**src/rtl/rank_pwr_pkg.sv**
```systemverilog
package rank_pwr_pkg;

    typedef enum logic [2:0] {
        PS_IDLE    = 3'd0,
        PS_ACT     = 3'd1,
        PS_PRE_PDN = 3'd2,
        PS_ACT_PDN = 3'd3,
        PS_SREF    = 3'd4,
        PS_REF     = 3'd5
    } pwr_state_e;

    typedef struct packed {
        logic pd_enter;
        logic pd_act;
        logic pd_exit;
        logic sr_enter;
        logic sr_exit;
    } pwr_req_t;

endpackage

```
**src/rtl/rank_evt_counter.sv**
```systemverilog
module rank_evt_counter #(
    parameter int CNT_W   = 4,
    parameter int N_SCHED = 3,
    parameter int N_DONE  = 4
) (
    input  logic               clk,
    input  logic               rst_n,
    input  logic [N_SCHED-1:0] sched,
    input  logic [N_DONE-1:0]  done,
    output logic [CNT_W-1:0]   cnt,
    output logic [CNT_W-1:0]   cnt_nxt,
    output logic               err
);
    localparam int CNT_MAX = (1 << CNT_W) - 1;

    int  sum;
    logic bad;

    always_comb begin
        sum     = int'(cnt) + $countones(sched) - $countones(done);
        bad     = (sum < 0) || (sum > CNT_MAX);
        cnt_nxt = bad ? cnt : CNT_W'(sum);
    end

    always_ff @(posedge clk) begin
        if (!rst_n) begin
            cnt <= '0;
            err <= 1'b0;
        end else begin
            cnt <= cnt_nxt;
            err <= bad;
        end
    end
endmodule

```
**src/rtl/rank_pwr_fsm.sv**
```systemverilog
module rank_pwr_fsm
    import rank_pwr_pkg::*;
#(
    parameter int NUM_BANKS = 8,
    parameter int Q_W       = 6
) (
    input  logic                 clk,
    input  logic                 rst_n,
    input  logic                 cnt_zero,
    input  logic                 done_rd,
    input  logic                 done_pre,
    input  logic                 done_ref,
    input  logic                 ref_start,
    input  logic                 access_req,
    input  logic [NUM_BANKS-1:0] banks_open,
    input  logic [Q_W-1:0]       rdq_cnt,
    input  logic [Q_W-1:0]       wrq_cnt,
    input  logic                 bus_write,
    output pwr_state_e           state,
    output pwr_req_t             req
);
    pwr_state_e state_nxt, prior, prior_nxt;
    pwr_req_t   req_nxt;
    logic       any_open, q_empty, sr_wake;
    pwr_state_e awake;

    always_comb begin
        any_open = |banks_open;
        q_empty  = (rdq_cnt == '0) && (wrq_cnt == '0);
        sr_wake  = (rdq_cnt != '0) || ((wrq_cnt != '0) && bus_write);
        awake    = any_open ? PS_ACT : PS_IDLE;
    end

    always_comb begin
        state_nxt = state;
        prior_nxt = prior;
        req_nxt   = '0;
        unique case (state)
            PS_IDLE, PS_ACT: begin
                if (ref_start) begin
                    state_nxt = PS_REF;
                    prior_nxt = state;
                end else if (done_rd && cnt_zero && q_empty) begin
                    req_nxt.pd_enter = 1'b1;
                    req_nxt.pd_act   = any_open;
                    state_nxt        = any_open ? PS_ACT_PDN : PS_PRE_PDN;
                end else if (done_pre && cnt_zero && q_empty && !any_open) begin
                    req_nxt.pd_enter = 1'b1;
                    state_nxt        = PS_PRE_PDN;
                end else begin
                    state_nxt = awake;
                end
            end
            PS_ACT_PDN, PS_PRE_PDN: begin
                if (ref_start) begin
                    req_nxt.pd_exit = 1'b1;
                    state_nxt       = PS_REF;
                    prior_nxt       = state;
                end else if (access_req) begin
                    req_nxt.pd_exit = 1'b1;
                    state_nxt       = awake;
                end
            end
            PS_REF: begin
                if (done_ref) begin
                    if (cnt_zero && prior == PS_ACT_PDN) begin
                        req_nxt.pd_enter = 1'b1;
                        state_nxt        = PS_PRE_PDN;
                    end else if (cnt_zero && prior == PS_PRE_PDN) begin
                        if (q_empty) begin
                            req_nxt.sr_enter = 1'b1;
                            state_nxt        = PS_SREF;
                        end else begin
                            req_nxt.pd_enter = 1'b1;
                            state_nxt        = PS_PRE_PDN;
                        end
                    end else begin
                        state_nxt = awake;
                    end
                end
            end
            PS_SREF: begin
                if (sr_wake) begin
                    req_nxt.sr_exit = 1'b1;
                    state_nxt       = PS_IDLE;
                end
            end
            default: state_nxt = PS_IDLE;
        endcase
    end

    always_ff @(posedge clk) begin
        if (!rst_n) begin
            state <= PS_IDLE;
            prior <= PS_IDLE;
        end else begin
            state <= state_nxt;
            prior <= prior_nxt;
        end
    end

    always_ff @(posedge clk) begin
        if (!rst_n) req <= '0;
        else        req <= req_nxt;
    end
endmodule

```
**src/rtl/dram_rank_pwr_ctrl.sv**
```systemverilog
module dram_rank_pwr_ctrl
    import rank_pwr_pkg::*;
#(
    parameter int NUM_BANKS = 8,
    parameter int Q_W       = 6,
    parameter int CNT_W     = 4
) (
    input  logic                 clk,
    input  logic                 rst_n,
    input  logic                 sched_burst,
    input  logic                 sched_pre,
    input  logic                 sched_ref,
    input  logic                 done_rd,
    input  logic                 done_wr,
    input  logic                 done_pre,
    input  logic                 done_ref,
    input  logic                 ref_start,
    input  logic                 access_req,
    input  logic [NUM_BANKS-1:0] banks_open,
    input  logic [Q_W-1:0]       rdq_cnt,
    input  logic [Q_W-1:0]       wrq_cnt,
    input  logic                 bus_write,
    output logic [2:0]           pwr_state,
    output logic                 pd_enter,
    output logic                 pd_enter_act,
    output logic                 pd_exit,
    output logic                 sref_enter,
    output logic                 sref_exit,
    output logic                 drain_idle,
    output logic [CNT_W-1:0]     pending_evts,
    output logic                 evt_err
);
    logic [CNT_W-1:0] cnt_nxt;
    pwr_state_e       st;
    pwr_req_t         rq;

    rank_evt_counter #(.CNT_W(CNT_W), .N_SCHED(3), .N_DONE(4)) u_cnt (
        .clk     (clk),
        .rst_n   (rst_n),
        .sched   ({sched_burst, sched_pre, sched_ref}),
        .done    ({done_rd, done_wr, done_pre, done_ref}),
        .cnt     (pending_evts),
        .cnt_nxt (cnt_nxt),
        .err     (evt_err)
    );

    rank_pwr_fsm #(.NUM_BANKS(NUM_BANKS), .Q_W(Q_W)) u_fsm (
        .clk        (clk),
        .rst_n      (rst_n),
        .cnt_zero   (cnt_nxt == '0),
        .done_rd    (done_rd),
        .done_pre   (done_pre),
        .done_ref   (done_ref),
        .ref_start  (ref_start),
        .access_req (access_req),
        .banks_open (banks_open),
        .rdq_cnt    (rdq_cnt),
        .wrq_cnt    (wrq_cnt),
        .bus_write  (bus_write),
        .state      (st),
        .req        (rq)
    );

    assign pwr_state    = 3'(st);
    assign pd_enter     = rq.pd_enter;
    assign pd_enter_act = rq.pd_act;
    assign pd_exit      = rq.pd_exit;
    assign sref_enter   = rq.sr_enter;
    assign sref_exit    = rq.sr_exit;
    assign drain_idle   = (st == PS_IDLE) && !(|banks_open);
endmodule

```
**config.mk**
```make
export PLATFORM = sky130hd
export DESIGN_NAME = dram_rank_pwr_ctrl
export DESIGN_NICKNAME = d
export VERILOG_FILES = /design/src/rtl/rank_pwr_pkg.sv /design/src/rtl/rank_evt_counter.sv /design/src/rtl/rank_pwr_fsm.sv /design/src/rtl/dram_rank_pwr_ctrl.sv
export SDC_FILE = /design/constraint.sdc
export NUM_CORES = 1
export LEC_CHECK = 0
export ABC_CLOCK_PERIOD_IN_PS = 5300
export BUFFER_PORTS_ARGS = -buffer_cell sky130_fd_sc_hd__buf_2
export CAP_MARGIN = 20
export CORE_MARGIN = 2
export CORE_UTILIZATION = 40
export DETAILED_ROUTE_END_ITERATION = 12
export HOLD_SLACK_MARGIN = 0.12
export PLACE_DENSITY = 0.72
export SKIP_LAST_GASP = 1
export SLEW_MARGIN = 20
export SYNTH_ARGS = -nofsm -noshare
export SYNTH_HDL_FRONTEND = slang
export SYNTH_SLANG_ARGS = --single-unit
```
**constraint.sdc**
```tcl
create_clock -name clk -period 5.3 [get_ports clk]
set_clock_uncertainty 0.1 [all_clocks]
set_input_delay 0.53 -clock clk [delete_from_list [all_inputs] [get_ports clk]]
set_output_delay 0.53 -clock clk [all_outputs]
set_load 0.02 [all_outputs]
```
==> impl_metrics.json, run 1 <==
{
  "status": "finished clean",
  "crit_chain": "buf_2 -> ha_1 -> fa_1 -> fa_1 -> fa_1 -> fa_1 -> nor2b_4 -> o31ai_4 -> ha_1 -> nand2b_1 -> a221oi_2 -> nand4_1 -> a21o_1 -> o311a_1",
  "via_per_inst": 5.33,
  "critPathLaunchType": "input pin",
  "min_path_type": "input pin to flip-flop",
  "hold_violations": 0,
  "gp_congestion": 0.802,
  "cap_viol_max_count": 0,
  "power.density_nw_per_um2": 366,
  "grt.total_usage": 0.164,
  "ys_ff_latch": 16,
  "arrival_ns": 4.67,
  "cts_root_buf": "clkbuf_4",
  "grt_pass1_vias": 1082,
  "path_clk_slew_ns": 0.10,
  "p_leak_uw": 0.000668,
  "grt_pass1_wl_microns": 4330,
  "design_power_total_uw": 522,
  "avgSynthCellArea_sq_um": 8.67,
  "slew_violations": 0,
  "port_buffers": 45,
  "dp_hpwl_microns": 2230,
  "fmax_mhz": 218,
  "drive_gt1_frac": 0.298,
  "synth_top_area_cell": "dfxtp_1",
  "rsz0062_at_grt": "no",
  "cts_buffers": 3,
  "dp.cells": 205,
  "rows": 19,
  "io-pin-count": 46,
  "cp-end-kind": "flip-flop",
  "die_w_microns": 57.3,
  "tightestPinTransition_ns": 0.546,
  "crit_top_cell": "fa_1",
  "drt_iter0_markers": 34,
  "final_util": 0.523,
  "antenna_found_initial": 0,
  "fin_crit_sh": 0.865,
  "grt_max_degree": 14,
  "first_pass_iters": 4,
  "cts_max_path_buffers": 2,
  "relSlewSlack": 0.636,
  "yosysTopAreaCellShare": 0.282,
  "hold-path-cell-count": 3,
  "worst_path_max_delay_cell": "fa_1",
  "final_cell_mix": "buf_2, dfxtp_1, inv_1",
  "cts.sinks": 16,
  "synth_warnings": 0,
  "finalWirelength_microns": 2650,
  "syn-instance-count": 131,
  "die_area_sq_um": 3280,
  "antenna_left": 0,
  "insertion_delay_ns": 0.29,
  "final_common_cell": "buf_2",
  "period_needed_ns": 4.58,
  "cts_resized": 0,
  "cts_htree_levels": 1,
  "core_area_sq_um": 2730,
  "syn_nets": 178,
  "syn2layout_area_growth_pct": 25.8,
  "wire_per_inst_microns": 12.7,
  "start_util": 0.416,
  "cp_max_fo": 8,
  "slowest_delay_ns": 0.56,
  "worstSetupPathType": "input pin to flip-flop",
  "finalSetupViolations": 0,
  "fin_cells": 209,
  "antenna_cells": 0,
  "dr_total_vias": 1114,
  "rr_worst_depth": 12,
  "die_h_microns": 57.3,
  "drt_drc_violations_left": 0,
  "post_cts_buffers": 0,
  "cts_tree": "done",
  "required_ns": 5.38,
  "fin_setup_tns_ns": 0,
  "ys_top_cells_by_area": "dfxtp_1, ha_1, fa_1",
  "final_nets": 226,
  "ys_types": 39,
  "seq_area_frac_synth": 0.282,
  "ir_drop_mv": 0.214,
  "grt-ovfl-total": 0,
  "hold_buffers": 0,
  "netlist_area_sq_um": 1140
}
==> worst max-delay path: cells and delay by family <==
family	cells	cell delay [ns]
and+or+nand+nor	3	0.41
buffers and inverters	1	0.12
AOI/OAI and AO/OA	4	1.14
adders and majority gates	6	2.48
==> stage by stage <==
step	hold WS [ns]	instance area (sq um)	setup WS [ns]
global route	0.380	1430	0.536
finish	0.383	1430	0.718
global placement	0.365	1390	0.558
detailed placement	0.385	1390	0.413
CTS	0.382	1430	0.738
floorplan	0.343	1140	0.776
==> report_power, final <==
group / internal [uW] / total [uW] / switching [uW]
clock: 41.9 / 83.2 / 41.3
sequential: 134 / 146 / 12.4
combinational: 125 / 293 / 168
==> final timing paths <==
kind	start	to	slack, ns
min reg2reg	u_fsm.prior[2]	u_fsm.prior[2]	0.40
min	done_rd	u_fsm.req[3]	0.38
max reg2reg	u_cnt.cnt[1]	u_fsm.state[0]	1.39
max	done_rd	u_fsm.state[0]	0.72
==> synth_stat cells <==
| library cell | count |
|---|---|
| nor2b_4 | 1 |
| inv_1 | 13 |
| nor3_1 | 4 |
| nand3_1 | 2 |
| o22ai_1 | 1 |
| dfxtp_1 | 16 |
| o311ai_0 | 1 |
| a221oi_2 | 1 |
| o311a_1 | 1 |
| or4_1 | 1 |
| a22oi_1 | 1 |
| o21ai_1 | 1 |
| nand2_1 | 11 |
| a21o_1 | 1 |
| and3_1 | 1 |
| nor4_1 | 7 |
| mux2_2 | 1 |
| clkinv_1 | 1 |
| xor2_1 | 2 |
| a211oi_1 | 2 |
| nand4_1 | 1 |
| a31oi_1 | 2 |
| o31ai_4 | 1 |
| nor4b_1 | 2 |
| a21oi_1 | 6 |
| nand2b_1 | 4 |
| fa_1 | 5 |
| and2_1 | 2 |
| o21ai_0 | 2 |
| a211o_1 | 1 |
| ha_1 | 10 |
| nor2_1 | 12 |
| nand3b_1 | 2 |
| or3_1 | 2 |
| nor2b_1 | 3 |
| mux2i_1 | 3 |
| clkbuf_1 | 2 |
| nand4bb_1 | 1 |
| nor3b_1 | 1 |
==> sequential cells by signal (all words and copies together) (netlist names) <==
name         flops
u_cnt.err        1
u_cnt.cnt        4
u_fsm.prior      3
u_fsm.state      3
u_fsm.req        5
==> layout make-up <==
class                           instances  area [sq um]
Tap cell                               31          38.8
Fill cell                             274          1310
Multi-Input combinational cell         99           756
Inverter                               14          52.6
Sequential cell                        16           320
Clock buffer                            4          36.3
Timing Repair Buffer                   45           225
==> cells by family after synthesis <==
| family | after synthesis | synth area share |
|---|---|---|
| buffers and inverters | 16 | 0.0529 |
| AOI/OAI and AO/OA | 21 | 0.139 |
| DFF | 16 | 0.282 |
| adders and majority gates | 15 | 0.198 |
| muxes | 4 | 0.0363 |
| and+or+nand+nor | 57 | 0.276 |
| xor gates and xnor gates | 2 | 0.0154 |
==> per-layer routing <==
layer	routed length, microns	global-route usage	vias up	part of all wire
met1	1110	0.197	516	0.42
li1	-	-	559	-
met5	0	0	-	0
met3	168	0.0272	0	0.063
met2	1370	0.304	39	0.52
met4	0	0.0365	0	0
Power figures use the tool's default switching activity.
==> inputs of run 2 (changes only) <==
--- a/config.mk
+++ b/config.mk
@@ -10,2 +10,3 @@
 export CAP_MARGIN = 20
+export CORE_ASPECT_RATIO = 1.25
 export CORE_MARGIN = 2
--- a/constraint.sdc
+++ b/constraint.sdc
@@ -4,2 +4,2 @@
 set_output_delay 0.53 -clock clk [all_outputs]
-set_load 0.02 [all_outputs]
+set_load 0.01 [all_outputs]
==> run 2 against run 1 <==
Against the previous run: via count down 0.27%; clock power shrank 3.1%; core utilization increased by 1.2 points; combinational power fell by 6%.
==> impl_metrics.json, run 2 (synthesis gave the netlist of run 1 again) <==
{
  "status": "finished clean",
  "grt_pass1_vias": 1165,
  "pwr-share-clk": 0.160,
  "drive_gt1_frac": 0.298,
  "syn2layout_area_growth_pct": 26.1,
  "power.density_nw_per_um2": 351,
  "drt_iter0_markers": 24,
  "grt_pass1_wl_microns": 4790,
  "worstSetupPathType": "input pin to flip-flop",
  "dr_total_vias": 1111,
  "wire_per_inst_microns": 12.4,
  "cp_max_fo": 8,
  "first_pass_iters": 4,
  "required_ns": 5.38,
  "critPathBufInv": 1,
  "slowest_delay_ns": 0.56,
  "grt.total_usage": 0.185,
  "antenna_found_initial": 0,
  "core_area_sq_um": 2680,
  "grt-ovfl-total": 0,
  "cts_buffers": 3,
  "arrival_ns": 4.69,
  "period_needed_ns": 4.61,
  "seqPwrFrac": 0.292,
  "final_nets": 226,
  "worst_path_max_delay_cell": "fa_1",
  "via_per_inst": 5.24,
  "n_fill_cell": 268,
  "gp_congestion": 0.850,
  "finalSetupViolations": 0,
  "final_cell_mix": "buf_2, dfxtp_1, inv_1",
  "grt_max_degree": 14,
  "hold_buffers": 0,
  "fin_crit_sh": 0.870,
  "reg_top3": "u_fsm.req (5), u_cnt.cnt (4)",
  "start_util": 0.424,
  "min_path_type": "flip-flop to flip-flop",
  "rsz0062_at_grt": "no",
  "cap_viol_max_count": 0,
  "crit_top_cell": "fa_1",
  "largest_reg_flops": 5,
  "cts_resized": 0,
  "cp-end-kind": "flip-flop",
  "pwr-share-comb": 0.548,
  "drt_drc_violations_left": 0,
  "post_cts_buffers": 0,
  "io-pin-count": 46,
  "path_clk_slew_ns": 0.10,
  "die_h_microns": 63.6,
  "crit_chain": "buf_2 -> ha_1 -> fa_1 -> fa_1 -> fa_1 -> fa_1 -> nor2b_4 -> o31ai_4 -> ha_1 -> nand2b_1 -> a221oi_2 -> nand4_1 -> a21o_1 -> o311a_1",
  "power.internal_uw": 298,
  "hold_violations": 0,
  "switching_share": 0.408,
  "slew_violations": 0,
  "insertion_delay_ns": 0.28,
  "switching_power_uw": 205,
  "antenna_cells": 0,
  "pre_cts_slack_ns": 0.380,
  "path_delay_family": "adder cells",
  "cts_max_path_buffers": 2,
  "antenna_left": 0,
  "cts_tree": "done",
  "finalWirelength_microns": 2620,
  "die_area_sq_um": 3290,
  "p_leak_uw": 0.000668,
  "fin_setup_tns_ns": 0,
  "fin_ws_ns": 0.687,
  "ir_drop_mv": 0.261,
  "die_w_microns": 51.7,
  "relSlewSlack": 0.629,
  "rows": 21,
  "design_power_total_uw": 503,
  "cts.sinks": 16,
  "port_buffers": 45,
  "tightestPinTransition_ns": 0.557,
  "critPathLaunchType": "input pin",
  "fmax_mhz": 217,
  "cts_htree_levels": 1,
  "cts_root_buf": "clkbuf_4",
  "largest_register": "u_fsm.req",
  "dp_hpwl_microns": 2180,
  "final_common_cell": "buf_2",
  "final_util": 0.535
}
## run 2: cell counts in the layout (fill, tap and decap cells not counted)
Identical to the previous run, type by type.
## run 2: routing by layer
layer | part of all wire | GRT usage
met5 | 0 | 0
met4 | 0.014 | 0.0757
met3 | 0.047 | 0.0190
met2 | 0.53 | 0.340
met1 | 0.40 | 0.210
## run 2: power groups by stage
stage	logic (uW)	registers, uW	clock network [uW]
2_1_floorplan	206	152	0
3_3_place_gp	266	149	0
3_5_place_dp	279	149	0
4_1_cts	280	146	82.5
5_1_grt	320	148	90.4
6_report	276	147	80.6
## run 2: worst reg2reg max path, cell delays in order (launching register included)
cell	delay (ns)
dfxtp_1	0.39
inv_1	0.10
fa_1	0.47
fa_1	0.44
fa_1	0.46
nor2b_4	0.15
o31ai_4	0.07
ha_1	0.28
nand2b_1	0.10
a221oi_2	0.46
nand4_1	0.16
a21o_1	0.25
o311a_1	0.38
## run 2: cell type report
| class | instances | area, sq um | share of cell area |
|---|---|---|---|
| sequential | 16 | 320 | 0.224 |
| multi-input combinational | 99 | 756 | 0.528 |
| timing repair buffer | 45 | 225 | 0.157 |
| tap | 34 | 42.5 | 0.0297 |
| clock buffer | 4 | 36.3 | 0.0253 |
| inverter | 14 | 52.6 | 0.0367 |
## run 2: path summary, 6_finish.rpt
kind                          to  slack (ns)  cells after the start            from
setup reg to reg  u_fsm.state[0]        1.39                     12    u_cnt.cnt[1]
hold reg to reg   u_fsm.prior[2]        0.39                      1  u_fsm.prior[2]
hold / removal    u_fsm.prior[2]        0.39                      1  u_fsm.prior[2]
setup / recovery  u_fsm.state[0]        0.69                     14         done_rd
## run 2: through the flow
stage	hold slack, ns	area, sq um	cells
3_3_place_gp	0.363	1400	208
5_1_grt	0.383	1430	212
3_5_place_dp	0.366	1400	208
4_1_cts	0.388	1430	212
2_1_floorplan	0.343	1140	131
6_report	0.388	1430	212
